### src/rtl/irq_hub.sv
module irq_hub #(
  parameter int PRIO_W = 4
) (
  input  logic        clk,
  input  logic        rst_n,
  input  logic [63:0] irq_in,
  input  logic        bus_sel,
  input  logic        bus_wr,
  input  logic [9:0]  bus_addr,
  input  logic [31:0] bus_wdata,
  output logic [31:0] bus_rdata,
  output logic        irq_out
);
  localparam int NSRC = 64;
  localparam logic [9:0] A_ENL = 10'h000, A_ENH = 10'h004, A_DISL = 10'h008,
                         A_DISH = 10'h00C, A_VEC = 10'h010, A_EOI = 10'h014,
                         A_RST = 10'h018, A_GEN = 10'h01C;
  localparam logic [6:0] NO_VEC = 7'd64;

  logic [NSRC-1:0] s1, s2, s3, en_q, esel_q, edge_q, pend, act;
  logic [PRIO_W-1:0] lvl_q [NSRC];
  logic gena_q, busy_q, found;
  logic [5:0] best_idx;
  logic [PRIO_W-1:0] best_lvl;
  logic [6:0] vec;

  wire wr       = bus_sel & bus_wr;
  wire rd       = bus_sel & ~bus_wr;
  wire is_setup = bus_addr[9] && (bus_addr[2:0] == 3'd0);
  wire [5:0] wsrc = bus_addr[8:3];
  wire soft_rst = wr && (bus_addr == A_RST) && bus_wdata[0];
  wire setup_wr = wr && is_setup;
  wire vec_rd   = rd && (bus_addr == A_VEC);

  assign pend    = (esel_q & edge_q) | (~esel_q & s2);
  assign act     = pend & en_q;
  assign vec     = found ? {1'b0, best_idx} : NO_VEC;
  assign irq_out = gena_q & (|act) & ~busy_q;

  always_comb begin
    found    = 1'b0;
    best_idx = '0;
    best_lvl = '0;
    for (int i = 0; i < NSRC; i++) begin
      if (act[i] && (!found || lvl_q[i] > best_lvl)) begin
        found    = 1'b1;
        best_idx = 6'(i);
        best_lvl = lvl_q[i];
      end
    end
  end

  always_ff @(posedge clk or negedge rst_n) begin
    if (!rst_n) begin
      s1 <= '0; s2 <= '0; s3 <= '0;
    end else begin
      s1 <= irq_in; s2 <= s1; s3 <= s2;
    end
  end

  always_ff @(posedge clk or negedge rst_n) begin
    if (!rst_n) begin
      en_q <= '0; esel_q <= '0; edge_q <= '0; gena_q <= 1'b0; busy_q <= 1'b0;
      for (int i = 0; i < NSRC; i++) lvl_q[i] <= '0;
    end else if (soft_rst) begin
      en_q <= '0; esel_q <= '0; edge_q <= '0; gena_q <= 1'b0; busy_q <= 1'b0;
      for (int i = 0; i < NSRC; i++) lvl_q[i] <= '0;
    end else begin
      if (wr && bus_addr == A_ENL)  en_q[31:0]  <= en_q[31:0]  | bus_wdata;
      if (wr && bus_addr == A_ENH)  en_q[63:32] <= en_q[63:32] | bus_wdata;
      if (wr && bus_addr == A_DISL) en_q[31:0]  <= en_q[31:0]  & ~bus_wdata;
      if (wr && bus_addr == A_DISH) en_q[63:32] <= en_q[63:32] & ~bus_wdata;
      if (wr && bus_addr == A_GEN)  gena_q <= bus_wdata[0];
      if (wr && bus_addr == A_EOI)  busy_q <= 1'b0;
      else if (vec_rd && found)     busy_q <= 1'b1;
      for (int i = 0; i < NSRC; i++) begin
        if (setup_wr && wsrc == 6'(i)) begin
          esel_q[i] <= bus_wdata[8];
          lvl_q[i]  <= bus_wdata[PRIO_W-1:0];
          edge_q[i] <= 1'b0;
        end else if (esel_q[i] && s2[i] && !s3[i]) begin
          edge_q[i] <= 1'b1;
        end
      end
    end
  end

  always_comb begin
    bus_rdata = '0;
    if (is_setup) begin
      bus_rdata[8]          = esel_q[wsrc];
      bus_rdata[PRIO_W-1:0] = lvl_q[wsrc];
    end else begin
      case (bus_addr)
        A_ENL:   bus_rdata = en_q[31:0];
        A_ENH:   bus_rdata = en_q[63:32];
        A_VEC:   bus_rdata = {25'd0, vec};
        A_GEN:   bus_rdata = {31'd0, gena_q};
        default: bus_rdata = '0;
      endcase
    end
  end


  en_set_chk: assert property (@(posedge clk) disable iff (!rst_n)
    (wr && bus_addr == A_ENL) |=> en_q[31:0] == ($past(en_q[31:0]) | $past(bus_wdata)));

  en_clr_chk: assert property (@(posedge clk) disable iff (!rst_n)
    (wr && bus_addr == A_DISH) |=> en_q[63:32] == ($past(en_q[63:32]) & ~$past(bus_wdata)));

  soft_rst_chk: assert property (@(posedge clk) disable iff (!rst_n)
    soft_rst |=> (en_q == '0 && !gena_q && !irq_out));

  edge_clr_chk: assert property (@(posedge clk) disable iff (!rst_n)
    setup_wr |=> !edge_q[$past(wsrc)]);

  no_vec_chk: assert property (@(posedge clk) disable iff (!rst_n)
    (vec_rd && !(|act)) |-> bus_rdata == 32'd64);

  in_service_chk: assert property (@(posedge clk) disable iff (!rst_n)
    (vec_rd && found) |=> !irq_out);
endmodule

### config.mk
export PLATFORM = sky130hd
export DESIGN_NAME = irq_hub
export DESIGN_NICKNAME = d
export VERILOG_FILES = /design/src/rtl/irq_hub.sv
export SDC_FILE = /design/constraint.sdc
export NUM_CORES = 2
export LEC_CHECK = 0
export BUFFER_PORTS_ARGS = -buffer_cell sky130_fd_sc_hd__buf_4
export CORE_ASPECT_RATIO = 0.75
export CORE_MARGIN = 2
export CORE_UTILIZATION = 60
export DETAILED_ROUTE_END_ITERATION = 8
export PLACE_DENSITY = 0.84
export REMOVE_ABC_BUFFERS = 1
export SLEW_MARGIN = 0
export SYNTH_ARGS = -nofsm -noshare
export SYNTH_HDL_FRONTEND = slang
export SYNTH_SLANG_ARGS = --single-unit
export TNS_END_PERCENT = 1
### constraint.sdc
create_clock -name clk -period 137.1 [get_ports clk]
set_input_delay 6.855 -clock clk [delete_from_list [all_inputs] [get_ports clk]]
set_output_delay 6.855 -clock clk [all_outputs]
set_load 0.1 [all_outputs]
[Word-level counts from Yosys, hierarchy flattened]
Cells that the tools add are included.
Word-level totals
  register bits after elaboration: 642
  input bits: 110
Operators by class
  $lt $le $gt $ge: 65
  mux-type cells: 470
  equal/unequal tests: 70
  reduce and logical (&&, ||, !) cells: 593
  bitwise operators: 17
Operator list (count)
  $mux W4: 131
  $mux W6: 62
  $logic_and A1 B1 Y1: 267
  $mux W1: 264
  $mux W256: 1
  $gt A4 B4 Y1: 63
  $reduce_bool A3 Y1: 67
  $and A64 B64 Y64: 3
  $eq A6 B6 Y1 const B: 32
  $mux W64: 3
  $reduce_bool A2 Y1: 65
  $mux W32: 4
  $pmux W32 S4: 1
  $logic_not A1 Y1: 127
  $eq A6 B5 Y1 const B: 16
  $and A32 B32 Y32: 2
  $not A64 Y64: 1
  $or A32 B32 Y32: 2
  $or A64 B64 Y64: 1
  $reduce_or A64 Y1: 1
  $logic_or A1 B1 Y1: 63
  $eq A6 B4 Y1 const B: 8
  $eq A10 B5 Y1 const B: 4
  $not A32 Y32: 1
  17 further kinds: 26

[Longest topological paths before layout]
  word-level depth: 261
  mapped depth: 586
  gate-level depth less buffers: 561

[Worst setup path before layout]
Ideal clock, no wire load.
  path type: reg2out
  start: reg esel_q[0]
  end: out bus_rdata[1]
  data required time: 130.245 ns
  slack: 34.138 ns
  cell stages (with the launch flop): 524
  arrival: 96.107 ns
  cell sequence: dfrtp_1 mux2_4 and2_1 nand2_1 ha_1 nor2b_1 o211ai_1 a21oi_1 o21bai_1 a22oi_1 ha_1 a21oi_1 o21ai_0 a2bb2oi_2 nor2_1 a21oi_1 inv_1 ha_1 (+488 left out) nor2b_1 o21ai_0 nand2b_1 a21oi_1 a41o_1 a21oi_1 and3b_1 a221oi_1 ha_1 nor2b_1 o21ai_0 nand2b_1 a21oi_1 a41o_1 a21oi_1 nor2_1 a21boi_0 o21ai_0
On the way
  word-level cells in the longest chain between the ends: 260
  elaborated cells between the ends (all ways): 449
  those cells by class: order compare: 63; mux: 192; bitwise: 5; reduce/logical: 189
RTL lines
  from (decl): RTL line 20  | logic [NSRC-1:0] s1, s2, s3, en_q, esel_q, edge_q, pend, act;
  from (signal, indexed assignment): RTL line 78  | esel_q[i] <= bus_wdata[8];
  $not A64 Y64: RTL line 35  | assign pend = (esel_q & edge_q) | (~esel_q & s2);
  $and A64 B64 Y64: RTL line 35
  $or A64 B64 Y64 (*): RTL line 35
  $and A64 B64 Y64 (*): RTL line 36  | assign act = pend & en_q;
  $mux W4 / $mux W1 (equally long branches): RTL line 45  | if (act[i] && (!found || lvl_q[i] > best_lvl)) begin
  $gt A4 B4 Y1 / $logic_not A1 Y1 (equally long branches): RTL line 45
  $logic_or A1 B1 Y1: RTL line 45
  $logic_and A1 B1 Y1: RTL line 45
  (+244 left out)
  $mux W4 / $mux W1 (equally long branches): RTL line 45
  $gt A4 B4 Y1 / $logic_not A1 Y1 (equally long branches): RTL line 45
  $logic_or A1 B1 Y1: RTL line 45
  $logic_and A1 B1 Y1: RTL line 45
  $mux W6 / $mux W1 (equally long branches): RTL line 45
  $mux W7 (*): RTL line 37  | assign vec = found ? {1'b0, best_idx} : NO_VEC;
  $pmux W32 S4 (*): RTL line 94  | case (bus_addr)
  $mux W4 (*): RTL line 90  | if (is_setup) begin
  to (decl): RTL line 11  | output logic [31:0] bus_rdata,
Mark *: on every way between the ends. The rest lies on a longest branch, timed or not.

[Worst setup path after layout]
  start: reg esel_q[0]
  end: out bus_rdata[4]
Same word-level chain as after synthesis.

==> qor.csv <==
metric;value;unit
slowest_stage;o21ai_0;
fillers;5404;
maxSlewHeadroom;14.12;%
fp.dieH;231.4;um
ys_ff_latch;642;
cts_setup_buffers;0;
grt_max_degree;157;
timing.rr.start;esel_q[3]$_DFFE_PN0N_;
irDropWorstVdd;0.000009711;V
cts_tree;built;
design_power_total;0.0004703;W
vias;38370;
yosys.cell_count.top_type;dfrtp_1;
synth_fa_ha_area_share;6.219;%
endpoint;bus_rdata[4];
io_buffer_count;142;
track_usage;38.79;%
leakage;19.77;nW
async_flop_share;100.0;%
ctsHtreeMaxLevel;3;
status;complete, no violations;
synth_commonest_cells;dfrtp_1, nand2_1, a21oi_1;
synth-simple-area-share;17.91;%
drt_iter0_markers;5106;
combPwrFrac;16.7;%
finalCritPeriodShare;86.70;%
rsz0062_at_grt;false;
synth.area.top_cells;dfrtp_1, ha_1, mux4_2;
yosysUniqueCellTypes;114;
synth.avg_cell_area;9.053;um2
pwr-share-seq;42.0;%
clockRootBuffer;clkbuf_16;
dieWidth;307.2;um
cts_sinks;642;
synth_compound_area_share;21.37;%
fmax;8.413;MHz
maxSlewViolCount;0;
grt_pass1_wl;212700;um
fin_nets;4918;
start_util;60.53;%
rrSetupSlack;126.92;ns
synth_area;41360;um2
yosys-mux-area-fraction;11.46;%
die_area;71080;um2
tns;0;ns
p_clk_share;41.3;%
seq_area_frac_synth;38.84;%
core;68330;um2
crit_type;flop to primary output;
drtPass1Iterations;7;
fin_crit;118.86;ns
crit_path_frequent_cell;a21oi_1;
synth_top_family_by_area;compound AO/OA/AOI/OAI gates;
clock_latency;0.66;ns
syn2layout_area_growth;9.991;%
r2r-end;busy_q$_DFFE_PN0P_;
critical-path-max-stage-delay;0.94;ns
routedWlPerCell;25.03;um
cts_inserted_buffers;66;
p_per_area;10.34;nW/um2
ant_nets;0;
start_kind;flop;
ys_warn_count;0;
drc;0;
hold_path.class;flop to flop;
cts_buffer_depth;3;
end_kind;primary output;
layout-drive-gt1-share;12.69;%
synthXorXnorAreaFrac;0;%
setup_violations;0;
grt_pass1_vias;35290;
dp_hpwl;100300;um
cp_max_fo;15;
synth_top_cell_by_area;dfrtp_1;
grt_overflow;0;
worstRegToRegCells;28;
vias_per_cell;6.901;
switchingPower;0.0001351;W
antenna_found_initial;11;
crit_start;esel_q[0]$_DFFE_PN0N_;
syn_inst;4569;
p_int;0.0003351;W
clk_pin_slew;0.06;ns
hold_viol_final;0;
required;130.24;ns
ctsResizeCount;0;
tightest_slew;1.272;ns
drv_cap;0;
rows;83;
fin_worst_skew;0.02495;ns
wirelength;139100;um
synth_top_flop_cell;dfrtp_1;
place_congestion;1.063;
sw_frac_of_total;28.73;%
synth_top_area_share;38.84;%
cp.arrival;112.01;ns
hold_buffers;0;
io_pins;143;
synth_edf_count;0;
## routing by layer
metal | vias to the layer above | global-route usage, % | wire (um)
met5 | - | 0 | 71
met1 | 18530 | 56.89 | 57020
li1 | 16960 | - | -
met4 | 12 | 14.42 | 5726
met2 | 2522 | 53.37 | 55810
met3 | 352 | 12.51 | 20520
## power by group through the flow
stage	sequential (W)	combinational (W)	clock (W)
2_1_floorplan	0.000200	0.0000500	0
3_3_place_gp	0.000201	0.0000745	0
3_5_place_dp	0.000201	0.0000758	0
4_1_cts	0.000198	0.0000765	0.000195
5_1_grt	0.000198	0.0000863	0.000202
6_report	0.000198	0.0000786	0.000194
## stage by stage
stage                     hold WS [ns]  instance area, um2  setup WS (ns)  std cells  util (%)
after floorplan                 0.3312               40550          34.81       4356         -
after global placement          0.3322               43200          24.63       5436     63.22
after detailed placement        0.3347               43200          22.12       5436     63.22
after CTS                       0.3475               45490          20.88       5556     66.57
after global routing            0.3497               45490          9.689       5556     66.57
final                           0.3471               45500          18.24       5560     66.58
## registers in the layout, summed over array words and instances, names as in the netlist
register  flops
s2           64
edge_q       64
busy_q        1
s1           64
lvl_q       256
gena_q        1
en_q         64
s3           64
esel_q       64
## layout by cell type (no fill, tap or decap), types with 18 or more instances in the layout
cell type  count
dfrtp_1      642
nand2_1      533
a21oi_1      458
nor2_1       378
nand3_1      271
inv_1        247
o21ai_0      227
ha_1         196
buf_4        185
mux2i_1      155
mux4_2       105
nor3_1        81
a31oi_1       78
mux2_2        68
clkbuf_16     67
and2_1        65
a311oi_1      63
nor2b_1       58
o21a_1        44
a21o_1        38
nand2b_1      36
a22o_1        34
o211ai_1      32
a211oi_1      29
nand4_1       28
and3_1        26
o22ai_1       26
o31ai_1       25
or2_2         22
o311ai_0      18
o31a_1        18
## cell families (layout without fill, tap and decap cells)
group,after synthesis,in the layout
multiplexers,332,332
adder cells (fa/ha/maj),208,208
AND/OR/NAND/NOR,1594,1594
AO/OA/AOI/OAI,1333,1333
flip-flops,642,642
buffers and inverters,460,555
other,0,4
## worst min path at each step
| stage | start | end | slack [ns] | depth (start not counted) |
|---|---|---|---|---|
| after floorplan | s1[0]$_DFF_PN0_ | s2[0]$_DFF_PN0_ | 0.33 | 0 |
| after CTS | s1[48]$_DFF_PN0_ | s2[48]$_DFF_PN0_ | 0.35 | 0 |
| after detailed placement | s1[18]$_DFF_PN0_ | s2[18]$_DFF_PN0_ | 0.33 | 0 |
| after global routing | s1[46]$_DFF_PN0_ | s2[46]$_DFF_PN0_ | 0.35 | 0 |
| final | s1[17]$_DFF_PN0_ | s2[17]$_DFF_PN0_ | 0.35 | 0 |
| after global placement | s1[18]$_DFF_PN0_ | s2[18]$_DFF_PN0_ | 0.33 | 0 |
## cell type report
class	instances	area, um2	share of cell area [%]
diodes	4	10.01	0.02200
clock buffers	85	1864	4.098
clock inverters	35	424.2	0.9323
inverters	247	927.1	2.038
multi-input cells	3467	23650	51.99
flip-flops and latches	642	16070	35.31
well taps	892	1116	2.453
repair buffers	188	1438	3.160
## critical path, delay by kind of cell, from the launching register on
kind | cells | cell delay (ns)
AND/OR/NAND/NOR | 112 | 20.38
AO/OA/AOI/OAI | 271 | 58.93
multiplexers | 20 | 6.76
flip-flops | 1 | 0.42
adder cells (fa/ha/maj) | 74 | 22.44
buffers and inverters | 22 | 2.16
No activity file was read; power rests on OpenSTA's default activity.
